==> src/rtl/apu_pkg.sv <==
package apu_pkg;
    localparam int ADDR_W = 35;
    localparam int LO_W   = 21;
    localparam int REQ_W  = 5;
    localparam int RSP_W  = 3;
    localparam int NPAR   = 2;

    typedef enum logic {
        ST_IDLE = 1'b0,
        ST_SUB2 = 1'b1
    } apu_state_t;
endpackage

==> src/rtl/apu_par_calc.sv <==
module apu_par_calc #(
    parameter int ADDR_W = 35,
    parameter int LO_W   = 21,
    parameter int REQ_W  = 5
) (
    input  logic [ADDR_W-1:0] addr_bits,
    input  logic [REQ_W-1:0]  req_bits,
    input  logic              second,
    output logic [1:0]        par
);
    localparam int HI_W = ADDR_W - LO_W + REQ_W;

    logic [HI_W-1:0] hi_grp;
    logic [LO_W-1:0] lo_grp;
    logic            hi_even;
    logic            lo_even;

    assign hi_grp  = {addr_bits[ADDR_W-1:LO_W], req_bits};
    assign lo_grp  = addr_bits[LO_W-1:0];
    // logical 1 = electrically low; the pin is high for an even count of lows
    assign hi_even = ~^hi_grp;
    assign lo_even = ~^lo_grp;

    always_comb begin
        if (second) par = {hi_even, lo_even};
        else        par = {lo_even, hi_even};
    end
endmodule

==> src/rtl/apu_req_fsm.sv <==
module apu_req_fsm
    import apu_pkg::*;
(
    input  logic clk,
    input  logic rst_n,
    input  logic strobe,
    output logic chk_en,
    output logic chk_sub2
);
    apu_state_t state_q;
    apu_state_t state_d;

    always_ff @(posedge clk) begin
        if (!rst_n) state_q <= ST_IDLE;
        else        state_q <= state_d;
    end

    always_comb begin
        state_d  = state_q;
        chk_en   = 1'b0;
        chk_sub2 = 1'b0;
        unique case (state_q)
            ST_IDLE: begin
                if (strobe) begin
                    chk_en  = 1'b1;
                    state_d = ST_SUB2;
                end
            end
            ST_SUB2: begin
                chk_en   = 1'b1;
                chk_sub2 = 1'b1;
                state_d  = ST_IDLE;
            end
            default: state_d = ST_IDLE;
        endcase
    end
endmodule

==> src/rtl/apu_err_reg.sv <==
module apu_err_reg #(
    parameter int N = 2
) (
    input  logic         clk,
    input  logic         rst_n,
    input  logic         en,
    input  logic [N-1:0] expect_par,
    input  logic [N-1:0] rx_par,
    output logic [N-1:0] err
);
    for (genvar k = 0; k < N; k++) begin : g_bit
        always_ff @(posedge clk) begin
            if (!rst_n) err[k] <= 1'b0;
            else        err[k] <= en && (expect_par[k] != rx_par[k]);
        end
    end
endmodule

==> src/rtl/addr_parity_unit.sv <==
module addr_parity_unit
    import apu_pkg::*;
(
    input  logic              clk,
    input  logic              rst_n,
    input  logic              strobe,
    input  logic              sub_phase,
    input  logic [ADDR_W-1:0] addr_bits,
    input  logic [REQ_W-1:0]  req_bits,
    output logic [NPAR-1:0]   par_out,
    input  logic [NPAR-1:0]   par_in,
    output logic [NPAR-1:0]   par_err,
    input  logic [RSP_W-1:0]  rsp_bits,
    output logic              rsp_par_out,
    input  logic              rsp_par_in,
    output logic              rsp_err
);
    logic            chk_en;
    logic            chk_sub2;
    logic [NPAR-1:0] chk_par;

    apu_par_calc #(.ADDR_W(ADDR_W), .LO_W(LO_W), .REQ_W(REQ_W)) u_gen (
        .addr_bits (addr_bits),
        .req_bits  (req_bits),
        .second    (sub_phase),
        .par       (par_out)
    );

    apu_req_fsm u_fsm (
        .clk      (clk),
        .rst_n    (rst_n),
        .strobe   (strobe),
        .chk_en   (chk_en),
        .chk_sub2 (chk_sub2)
    );

    apu_par_calc #(.ADDR_W(ADDR_W), .LO_W(LO_W), .REQ_W(REQ_W)) u_chk (
        .addr_bits (addr_bits),
        .req_bits  (req_bits),
        .second    (chk_sub2),
        .par       (chk_par)
    );

    apu_err_reg #(.N(NPAR)) u_req_err (
        .clk        (clk),
        .rst_n      (rst_n),
        .en         (chk_en),
        .expect_par (chk_par),
        .rx_par     (par_in),
        .err        (par_err)
    );

    assign rsp_par_out = ~^rsp_bits;

    apu_err_reg #(.N(1)) u_rsp_err (
        .clk        (clk),
        .rst_n      (rst_n),
        .en         (1'b1),
        .expect_par (rsp_par_out),
        .rx_par     (rsp_par_in),
        .err        (rsp_err)
    );
endmodule

==> config.mk <==
export PLATFORM = sky130hd
export DESIGN_NAME = addr_parity_unit
export DESIGN_NICKNAME = d
export VERILOG_FILES = /design/src/rtl/apu_pkg.sv /design/src/rtl/apu_par_calc.sv /design/src/rtl/apu_req_fsm.sv /design/src/rtl/apu_err_reg.sv /design/src/rtl/addr_parity_unit.sv
export SDC_FILE = /design/constraint.sdc
export NUM_CORES = 1
export LEC_CHECK = 0
export ABC_AREA = 1
export BUFFER_PORTS_ARGS = -buffer_cell sky130_fd_sc_hd__buf_2
export CORE_ASPECT_RATIO = 1.25
export CORE_MARGIN = 8
export CORE_UTILIZATION = 35
export DETAILED_ROUTE_END_ITERATION = 8
export GPL_TIMING_DRIVEN = 0
export PLACE_DENSITY = 0.68
export REMOVE_ABC_BUFFERS = 1
export SETUP_SLACK_MARGIN = 0.2
export SKIP_LAST_GASP = 1
export SLEW_MARGIN = 25
export SYNTH_ARGS = -nofsm -noshare
export SYNTH_HDL_FRONTEND = slang
export SYNTH_SLANG_ARGS = --single-unit
export TNS_END_PERCENT = 20
==> constraint.sdc <==
create_clock -name clk -period 1.9 [get_ports clk]
set_clock_uncertainty 0.15 [all_clocks]
set_input_delay 0.38 -clock clk [delete_from_list [all_inputs] [get_ports clk]]
set_output_delay 0.38 -clock clk [all_outputs]
set_load 0.03 [all_outputs]
==> results.cfg <==
[status]
status = finished, violations left
violations = setup timing

[hold_path]
hold_depth = 2
holdCritStartpoint = rsp_par_in
hp-class = input port to flip-flop
whs_endpoint = u_rsp_err.err

[global_routing]
grt_first_pass_wirelength_um = 5560
grt_max_degree = 8
antenna_found_initial = 0
track_usage = 0.121
grt_overflow = 0
grt_pass1_vias = 1564

[route]
ant_nets = 0
firstDrtPassIters = 4
route.detailed.wl_per_inst_um = 9.49
drt_iter0_drc = 46
avgViaCountPerCell = 4.57
drc = 0
vias = 1626
routed_wl_um = 3380

[power_and_ir_drop]
p_leak_nw = 1.15
ir_worst_vdd_uv = 243
power_density_nw_per_um2 = 509
finalPower_mw = 0.917

[die]
num_rows = 23
die_h_um = 80.6
coreArea_um2 = 3190
start_util = 0.366
die_x_um = 67.7
dieArea_um2 = 5460
ios = 56

[synthesis]
ys_seq_area_frac = 0.0685
synth_cell_types = 13
synth_top_area_frac = 0.479
yosys-top-cells-area = nand2_1 48%, inv_1 12%, dfxtp_1 6.9%, nand3_2 6.9%, nand3_1 6.0%
syn-cell-area_um2 = 1170
synth-seq-cells = 4
avgSynthCellArea_um2 = 4.66
syn_inst = 251
yosysWarnings = 0
synth_top_cell_by_area = nand2_1

[placed_design]
dp_hpwl_um = 2560
place_congestion = 0.723
port_buffers = 55
placed_cell_area_um2 = 1490

[clock_network]
clock_path_buffers = 2
clk_latency_ps = 220
tritoncts = built
clk_pin_slew_worst_paths_ps = 30
clkSinkCount = 4
cts-root-buf = clkbuf_8
h-tree-depth = 1
cts_made_buffers = 3

[critical_path]
path_class = input port to primary output
end_kind = primary output
crit_chain = buf_6 -> nor2_4 -> inv_2 -> nand2_2 -> nand2_2 -> nand2_2 -> nand2_1 -> nand3_2 -> nand2_2 -> nand2_2 -> nand2_2 -> inv_2 -> nor2_1 -> a21oi_1 -> buf_4
crit_fanout = 2
arrival_ps = 1600
cp_common_cell = nand2_2
r2r_cells = 5
ff2ff_setup_slack_ps = 730
worstReg2RegStart = u_fsm.state_q
critPathLaunchType = input port
cp.required_ps = 1370
worstReg2RegEnd = u_req_err.err[0]
cpMaxStageDelayCell = buf_4
worst_path_largest_cell_delay_ps = 170

[run]
drv_cap = 0

[cells_and_area]
final_layout_size_suffix_gt1_frac = 0.442
areaGrowthSynthToFinish_pct = 54.3
final_area_um2 = 1800
insertedDiodeCount = 0
final_nets = 371

[timing]
tightest_slew_ps = 257
fin_ws_ps = -234
rsz0062_at_grt = yes
drv_slew = 0
fmax_mhz = 469
setup_violations = 4
fin_crit_sh = 1.12
timing.slew.headroom = 0.829
hold_viol_final = 0
period_minus_slack_ps = 2130
[placed cells by master, fill, tap and decap left out]
cell      instances
a21oi_1           2
buf_2            45
buf_4            12
buf_6             8
clkbuf_8          3
dfxtp_1           4
inv_1            27
inv_2            14
nand2_1         116
nand2_2          43
nand3_1          13
nand3_2           8
nand3_4           1
nor2_1            5
nor2_4            3
o21ai_0           2
o21ai_2           1
xnor2_1           4
xnor2_2           2
xor2_1            5
xor2_2            1
[power breakdown]
| part | total [mW] | internal [mW] | switching [mW] |
|---|---|---|---|
| clock network | 0.176 | 0.135 | 0.0414 |
| logic | 0.645 | 0.286 | 0.359 |
| registers | 0.0962 | 0.0927 | 0.00353 |
| total | 0.917 | 0.514 | 0.403 |
[how the worst max path moves through the flow]
stage,endpoint,startpoint,cells after the start,slack (ps)
3_5_place_dp,par_out[0],addr_bits[34],14,-310
5_1_grt,par_out[0],addr_bits[25],15,-340
4_1_cts,par_out[0],addr_bits[24],15,-170
3_3_place_gp,par_out[0],addr_bits[34],14,-300
6_report,par_out[0],addr_bits[25],15,-230
2_1_floorplan,par_out[1],addr_bits[8],11,-350
[timing repair]
action,in CTS,in global routing
hold endpoints to repair,0,0
endpoints found under the setup margin,2,5
hold buffers,0,0
setup buffers,9,1
resized for setup,41,28
pin swaps,36,15
[routing by layer]
layer / track usage / up-vias / routed length, um / part of all wire
met2: 0.236 / 41 / 1910 / 0.56
met4: 0.0587 / 0 / 46 / 0.014
li1: - / 877 / - / -
met3: 0.0320 / 6 / 222 / 0.066
met5: 0 / - / 0 / 0
met1: 0.107 / 702 / 1200 / 0.36
[through the flow]
stage	instances	TNS [ps]	hold WS [ps]	setup slack (ps)	util
floorplan	251	-596	307	-345	-
global placement	343	-580	332	-305	0.467
detailed placement	343	-604	349	-308	0.467
CTS	355	-593	203	-174	0.535
global route	356	-1310	227	-340	0.564
finish	356	-854	204	-234	0.564
[cell families (layout without fill, tap and decap cells)]
kind of cell | Yosys count | in the layout | share of synthesized area
AOI/OAI and AO/OA | 5 | 5 | 0.0214
buffers and inverters | 41 | 109 | 0.132
xor gates and xnor gates | 12 | 12 | 0.0899
and+or+nand+nor | 189 | 189 | 0.688
DFF | 4 | 4 | 0.0685
[flip-flops by register name, indices dropped and copies added (netlist names)]
signal,flops
u_req_err.err,2
u_fsm.state_q,1
u_rsp_err.err,1
[critical path: cells and delay by family]
family,cells,cell delay [ps]
and+or+nand+nor,10,730
buffers and inverters,4,380
AOI/OAI and AO/OA,1,110
[layout make-up]
class / count / area, um^2
Sequential cell: 4 / 80.1
Tap cell: 37 / 46.3
Inverter: 41 / 154
Clock buffer: 3 / 41.3
Multi-Input combinational cell: 206 / 1080
Timing Repair Buffer: 65 / 405
Fill cell: 329 / 1390
[cells in the mapped netlist (all sizes together)]
master and count:
nand2 159, inv 41, nand3 22, nor2 8
xnor2 6, xor2 6, dfxtp 4, o21ai 3
a21oi 2
No activity file was read; power rests on OpenSTA's default activity.
